<file path="src/rtl/dual_byte_fifo_irq.sv">
module dual_byte_fifo_irq #(
  parameter int DEPTH     = 16,
  parameter int FLUSH_CYC = 4
) (
  input  logic        clk,
  input  logic        rst_n,
  input  logic        wr_en,
  input  logic        rd_en,
  input  logic [2:0]  addr,
  input  logic [31:0] wdata,
  output logic [31:0] rdata,
  output logic [7:0]  tx_data,
  output logic        tx_valid,
  input  logic        tx_ready,
  input  logic [7:0]  rx_data,
  input  logic        rx_valid,
  output logic        rx_ready,
  input  logic        ev_done,
  input  logic        ev_done_nostop,
  input  logic        ev_slv_done,
  input  logic        ev_arb_lost,
  input  logic        ev_bus_err,
  output logic        irq
);
  localparam int AW = $clog2(DEPTH);
  localparam int CW = $clog2(DEPTH + 1);
  localparam int FW = $clog2(FLUSH_CYC + 1);
  localparam logic [31:0] CLR_OK   = 32'h131F_007F;
  localparam logic [31:0] EVT_BITS = 32'h1318_0008;
  localparam logic [31:0] LIVE     = 32'h1FFF_FFFF;
  localparam logic [2:0] A_CTRL = 3'd0, A_TXD = 3'd1, A_RXD = 3'd2, A_TXTH = 3'd3,
                         A_RXTH = 3'd4, A_MASK = 3'd5, A_RAW = 3'd6, A_MSK = 3'd7;

  logic [7:0]    tx_mem [DEPTH];
  logic [7:0]    rx_mem [DEPTH];
  logic [AW-1:0] tx_wp, tx_rp, rx_wp, rx_rp, tx_thr, rx_thr;
  logic [CW-1:0] tx_cnt, rx_cnt;
  logic [FW-1:0] tx_fl, rx_fl;
  logic [31:0]   mask_q, evt_q, evt_set, lvl, raw, masked, clr;
  logic          tx_busy, rx_busy, tx_full, rx_full;
  logic          tx_push, tx_ovr, tx_pop, rx_push, rx_pop;

  assign tx_busy  = tx_fl != '0;
  assign rx_busy  = rx_fl != '0;
  assign tx_full  = tx_cnt == CW'(DEPTH);
  assign rx_full  = rx_cnt == CW'(DEPTH);
  assign tx_push  = wr_en && addr == A_TXD && !tx_busy && !tx_full;
  assign tx_ovr   = wr_en && addr == A_TXD && !tx_busy && tx_full;
  assign tx_valid = tx_cnt != '0 && !tx_busy;
  assign tx_pop   = tx_valid && tx_ready;
  assign tx_data  = tx_mem[tx_rp];
  assign rx_ready = !rx_full && !rx_busy;
  assign rx_push  = rx_valid && rx_ready;
  assign rx_pop   = rd_en && addr == A_RXD && rx_cnt != '0 && !rx_busy;

  always_ff @(posedge clk) begin
    if (tx_push) tx_mem[tx_wp] <= wdata[7:0];
    if (rx_push) rx_mem[rx_wp] <= rx_data;
  end

  always_ff @(posedge clk or negedge rst_n) begin
    if (!rst_n) begin
      tx_wp <= '0; tx_rp <= '0; tx_cnt <= '0;
    end else if (tx_fl == FW'(1)) begin
      tx_wp <= '0; tx_rp <= '0; tx_cnt <= '0;
    end else begin
      if (tx_push) tx_wp <= tx_wp + 1'b1;
      if (tx_pop)  tx_rp <= tx_rp + 1'b1;
      tx_cnt <= tx_cnt + CW'(tx_push) - CW'(tx_pop);
    end
  end

  always_ff @(posedge clk or negedge rst_n) begin
    if (!rst_n) begin
      rx_wp <= '0; rx_rp <= '0; rx_cnt <= '0;
    end else if (rx_fl == FW'(1)) begin
      rx_wp <= '0; rx_rp <= '0; rx_cnt <= '0;
    end else begin
      if (rx_push) rx_wp <= rx_wp + 1'b1;
      if (rx_pop)  rx_rp <= rx_rp + 1'b1;
      rx_cnt <= rx_cnt + CW'(rx_push) - CW'(rx_pop);
    end
  end

  always_ff @(posedge clk or negedge rst_n) begin
    if (!rst_n) begin
      tx_fl <= '0; rx_fl <= '0;
    end else begin
      if (tx_busy)                                         tx_fl <= tx_fl - 1'b1;
      else if (wr_en && addr == A_CTRL && wdata[7])        tx_fl <= FW'(FLUSH_CYC);
      if (rx_busy)                                         rx_fl <= rx_fl - 1'b1;
      else if (wr_en && addr == A_CTRL && wdata[8])        rx_fl <= FW'(FLUSH_CYC);
    end
  end

  always_comb begin
    evt_set     = '0;
    evt_set[3]  = tx_ovr;
    evt_set[19] = ev_done;
    evt_set[20] = ev_slv_done;
    evt_set[24] = ev_arb_lost;
    evt_set[25] = ev_bus_err;
    evt_set[28] = ev_done_nostop;
    lvl         = '0;
    lvl[0]      = tx_cnt == '0;
    lvl[1]      = tx_cnt <= CW'(tx_thr);
    lvl[2]      = tx_full;
    lvl[4]      = rx_cnt == '0;
    lvl[5]      = rx_cnt >= CW'(rx_thr);
    lvl[6]      = rx_full;
  end

  assign clr    = (wr_en && addr == A_RAW) ? (wdata & CLR_OK) : '0;
  assign raw    = (evt_q | lvl) & LIVE;
  assign masked = raw & mask_q;
  assign irq    = |masked;

  always_ff @(posedge clk or negedge rst_n) begin
    if (!rst_n) begin
      evt_q <= '0; mask_q <= '0; tx_thr <= '0; rx_thr <= '0;
    end else begin
      evt_q <= ((evt_q & ~clr) | evt_set) & EVT_BITS;
      if (wr_en && addr == A_MASK) mask_q <= wdata & LIVE;
      if (wr_en && addr == A_TXTH) tx_thr <= wdata[AW-1:0];
      if (wr_en && addr == A_RXTH) rx_thr <= wdata[AW-1:0];
    end
  end

  always_comb begin
    case (addr)
      A_CTRL:  rdata = {23'b0, rx_busy, tx_busy, 7'b0};
      A_RXD:   rdata = {24'b0, rx_mem[rx_rp]};
      A_TXTH:  rdata = 32'(tx_thr);
      A_RXTH:  rdata = 32'(rx_thr);
      A_MASK:  rdata = mask_q;
      A_RAW:   rdata = raw;
      A_MSK:   rdata = masked;
      default: rdata = '0;
    endcase
  end

  assert_no_overflow_R4: assert property (@(posedge clk) disable iff (!rst_n)
    (tx_full && wr_en && addr == A_TXD && !tx_pop) |=> tx_full);
  assert_overrun_latch_R4: assert property (@(posedge clk) disable iff (!rst_n)
    (tx_ovr) |=> raw[3]);
  assert_rx_backpressure_R3: assert property (@(posedge clk) disable iff (!rst_n)
    rx_full |-> !rx_ready);
  assert_tx_flush_empties_R7: assert property (@(posedge clk) disable iff (!rst_n)
    (tx_fl == FW'(1)) |=> (tx_cnt == '0 && !tx_busy));
  assert_rx_flush_empties_R7: assert property (@(posedge clk) disable iff (!rst_n)
    (rx_fl == FW'(1)) |=> (rx_cnt == '0 && !rx_busy));
  assert_event_sticky_R8: assert property (@(posedge clk) disable iff (!rst_n)
    (raw[24] && !(wr_en && addr == A_RAW && wdata[24])) |=> raw[24]);
  assert_irq_follows_mask_R9: assert property (@(posedge clk) disable iff (!rst_n)
    irq == ((raw & mask_q) != 32'b0));
endmodule

</file>
<file path="config.mk">
export PLATFORM = sky130hd
export DESIGN_NAME = dual_byte_fifo_irq
export DESIGN_NICKNAME = d
export VERILOG_FILES = /design/src/rtl/dual_byte_fifo_irq.sv
export SDC_FILE = /design/constraint.sdc
export NUM_CORES = 1
export LEC_CHECK = 0
export ABC_AREA = 0
export BUFFER_PORTS_ARGS = -buffer_cell sky130_fd_sc_hd__clkbuf_2
export CORE_MARGIN = 1.5
export CORE_UTILIZATION = 49
export DETAILED_ROUTE_END_ITERATION = 10
export GPL_TIMING_DRIVEN = 0
export PLACE_DENSITY = 0.67
export SLEW_MARGIN = 20
export SYNTH_ARGS = -nofsm -noshare
export SYNTH_HDL_FRONTEND = slang
export SYNTH_SLANG_ARGS = --single-unit
</file>
<file path="constraint.sdc">
create_clock -name clk -period 3.66 [get_ports clk]
set_clock_uncertainty 0.1 [all_clocks]
set_input_delay 0.366 -clock clk [delete_from_list [all_inputs] [get_ports clk]]
set_output_delay 0.366 -clock clk [all_outputs]
set_load 0.01 [all_outputs]
</file>
==> metrics.cfg <==
[run_status]
outcome = complete, no violations

[clock_tree]
clkSinkCount = 331
post_cts_resize_count = 0
cts.reportedPaths.clkPinSlew_ns = 0.06
number_of_clock_buffers_inserted_by_tritoncts = 36
cts_htree_levels = 2
cts_tree = built
clk_latency_ns = 0.51
root_buffer_cell = sky130_fd_sc_hd__clkbuf_16
cts_buffer_depth = 3

[setup_path]
worst_ep_arrival_time_ns = 3.61
path_class = reg2reg
startpoint_class_of_the_critical_path = flip-flop
endpoint_required_time_on_the_critical_path_ns = 3.93
worstSetupEndpointType = flip-flop
top_fanout_value_on_the_critical_path = 5

[synthesis]
synth_flop_cell = sky130_fd_sc_hd__edfxtp_1
synth_largest_area_cell = sky130_fd_sc_hd__edfxtp_1
synth-edff-count = 256
netlist.area_leader.share = 0.5374
ys_warn_count = 0
yosys-top-cells-area = sky130_fd_sc_hd__edfxtp_1 54%, sky130_fd_sc_hd__dfrtp_1 13%, sky130_fd_sc_hd__mux4_2 6.0%, sky130_fd_sc_hd__mux4_1 5.5%, sky130_fd_sc_hd__ha_1 2.6%
synthMostInstantiatedCell = sky130_fd_sc_hd__edfxtp_1
synth.cell_area_mm2 = 0.01430
yosysSeqAreaShare = 0.6686
synth.avg_cell_area_um2 = 17.01
synth-async-reset-ratio = 0.2266
post_synth_most_frequent_cells = 256 x sky130_fd_sc_hd__edfxtp_1, 75 x sky130_fd_sc_hd__dfrtp_1, 49 x sky130_fd_sc_hd__and2_1, 38 x sky130_fd_sc_hd__mux4_2, 35 x sky130_fd_sc_hd__inv_1
netlist_instances = 841
synth.lib_cells_used.distinct = 66
synth-seq-cells = 331

[cells_and_area]
n_fill_cell = 2222
area.growth.synth_to_final_pct = 16.66
post_route_cells_drive_above_1_share = 0.2373
fin_cells = 1408
antenna_cells = 0
nNetsFinal = 1085
area.sequential_mm2 = 0.009564
design_area_mm2 = 0.01669
multi_input_gate_area_mm2 = 0.004397

[global_route]
first_global_vias = 8076
global_route.overflow_total = 0
grt_start_max_net_pins = 47
grt_first_pass_wirelength_mm = 47.31
groute.usage.overall = 0.2061
grt_antenna_before_repair = 0

[detailed_routing]
route.detailed.wl_per_inst_um = 21.47
antenna_nets_post_route = 0
routed_via_density = 5.568
route.final.wire_length_mm = 30.22
number_of_remaining_drc_errors = 0
first_pass_iters = 5
drt_iter0_markers = 641
routed-via-count = 7840

[die]
core_mm2 = 0.02870
chipHeight_um = 173.9
die_width_um = 173.9
initial_core_util = 0.4983
die_area_mm2 = 0.03023
number_of_cell_rows = 62
boundaryPins = 97

[hold_path]
worst_hold_path_type = in2reg

[power_and_ir_drop]
power_switching_mw = 3.045
power.leakage_nw = 6.175
cellPowerDensity_mw_per_mm2 = 645.2
pwr-share-seq = 0.427
ir_worst_vdd_v = 0.0005417
p_int_mw = 7.722
comb_power_share = 0.249
power.share.switching = 0.2828
pwr-share-clk = 0.324
totalPowerFinal_mw = 10.77

[sta]
unrepaired_setup_endpoints_after_global_routing = no
fin_tns_setup_ns = 0
timing.hold.ws_ns = 0.1250
final-hold-violation-count = 0
finalSetupViolations = 0
worstMarginPinSlew_ns = 0.8472
final-max-slew-violation-count = 0
final_period_minus_worst_setup_slack_ns = 3.342
max_clock_freq_ghz = 0.2992
timing.max_slew.rel_slack = 0.4352
finalCritPeriodShare = 0.9130

[placement]
place_inst = 1317
post_detail_place_hpwl_mm = 20.23
io_buffer_count = 89
placed_cell_area_mm2 = 0.01527
place.gp.congestion = 0.8131

[run]
max-cap-violations = 0

critical path: stages (launching register included):
cell and delay (ns):
sky130_fd_sc_hd__dfrtp_1 0.41, sky130_fd_sc_hd__inv_1 0.09, sky130_fd_sc_hd__ha_1 0.18, sky130_fd_sc_hd__or4b_2 0.69
sky130_fd_sc_hd__nand3_1 0.26, sky130_fd_sc_hd__inv_1 0.07, sky130_fd_sc_hd__ha_1 0.29, sky130_fd_sc_hd__inv_1 0.06
sky130_fd_sc_hd__ha_1 0.15, sky130_fd_sc_hd__inv_1 0.05, sky130_fd_sc_hd__fa_1 0.37, sky130_fd_sc_hd__nor2b_1 0.17
sky130_fd_sc_hd__o21bai_1 0.10, sky130_fd_sc_hd__a21oi_1 0.15, sky130_fd_sc_hd__nor3b_1 0.06
layout make-up:
class,instances,area share
plain buffers,36,0.01222
clock buffers,46,0.05683
clock inverters,17,0.01147
inverters,39,0.008773
multi-input cells,437,0.2635
flip-flops and latches,331,0.5731
well taps,384,0.02879
repair buffers,118,0.04529
path summary, 6_finish.rpt:
check / cells past startpoint / start / slack (ns) / end
min in group asynchronous: 2 / rst_n / 0.28 / tx_fl[1]
worst max register to register: 14 / tx_cnt[3] / 0.32 / tx_cnt[4]
worst max-delay path: 14 / tx_cnt[3] / 0.32 / tx_cnt[4]
worst min register to register: 1 / mask_q[22] / 0.38 / mask_q[22]
max in group asynchronous: 3 / rst_n / 2.60 / rx_wp[3]
worst min-delay path: 4 / tx_ready / 0.13 / tx_rp[2]
power groups by stage:
stage / Sequential, mW / Clock (mW) / Combinational (mW)
after floorplan: 4.60 / 0 / 1.93
after global placement: 4.66 / 0 / 2.62
after detailed placement: 4.67 / 0 / 2.68
after CTS: 4.60 / 3.55 / 2.72
after global routing: 4.64 / 3.71 / 2.99
final: 4.60 / 3.49 / 2.68
through the flow:
stage	utilization	worst slack [ns]
floorplan	-	0.6407
global placement	0.5309	0.3699
CTS	0.5814	0.3173
finish	0.5814	0.3182
detailed placement	0.5319	0.3258
global route	0.5814	0.1003
logic make-up (layout without fill, tap and decap cells):
group / count (synthesis) / in the layout / share of synthesized area
AOI/OAI and AO/OA: 71 / 71 / 0.03473
muxes: 128 / 128 / 0.1604
other: 1 / 3 / 0.0002622
DFF: 331 / 331 / 0.6686
and+or+nand+nor: 191 / 191 / 0.07505
adders and majority gates: 32 / 32 / 0.02904
buffers and inverters: 75 / 256 / 0.02449
xor gates and xnor gates: 12 / 12 / 0.007348
state kept, by name, indices dropped and copies added, names as in the netlist, 5 cells and up:
name and cells:
rx_mem 128, tx_mem 128, mask_q 29, evt_q 6, rx_cnt 5, tx_cnt 5
layer usage:
metal  wire [um]  vias up  GRT usage
met5           0        -          0
li1            -     3593          -
met2       14950      190     0.3425
met4         922        0    0.06537
met1       13080     4004     0.2819
met3        1267       53    0.03158
cells in the final DEF, fill, tap and decap left out, types with 8 or more instances in the layout:
cell type                       netlist  layout
sky130_fd_sc_hd__mux2i_1             20      20
sky130_fd_sc_hd__nor2b_1              9       9
sky130_fd_sc_hd__edfxtp_1           256     256
sky130_fd_sc_hd__clkbuf_2             0      88
sky130_fd_sc_hd__mux4_2              38      38
sky130_fd_sc_hd__dfrtp_1             75      75
sky130_fd_sc_hd__dlygate4sd3_1        0      28
sky130_fd_sc_hd__o21ai_0             10      10
sky130_fd_sc_hd__nor2_1              34      34
sky130_fd_sc_hd__ha_1                30      30
sky130_fd_sc_hd__nand3_1             14      14
sky130_fd_sc_hd__nand2_1             34      34
sky130_fd_sc_hd__and2_1              49      49
sky130_fd_sc_hd__a21o_1               9       9
sky130_fd_sc_hd__buf_2               10      10
sky130_fd_sc_hd__mux2_2              30      30
sky130_fd_sc_hd__a21oi_1             10      10
sky130_fd_sc_hd__mux2_1              10      10
sky130_fd_sc_hd__nor3_1              10      10
sky130_fd_sc_hd__clkbuf_16            0      36
sky130_fd_sc_hd__mux4_1              30      30
sky130_fd_sc_hd__inv_1               35      35
sky130_fd_sc_hd__o211ai_1             8       8
sky130_fd_sc_hd__clkbuf_1            13      22
timing repair:
action / in CTS / in global routing
buffers inserted: 0 / 0
hold endpoints to repair: 56 / 0
hold buffers: 28 / 0
Power figures use the tool's default switching activity.
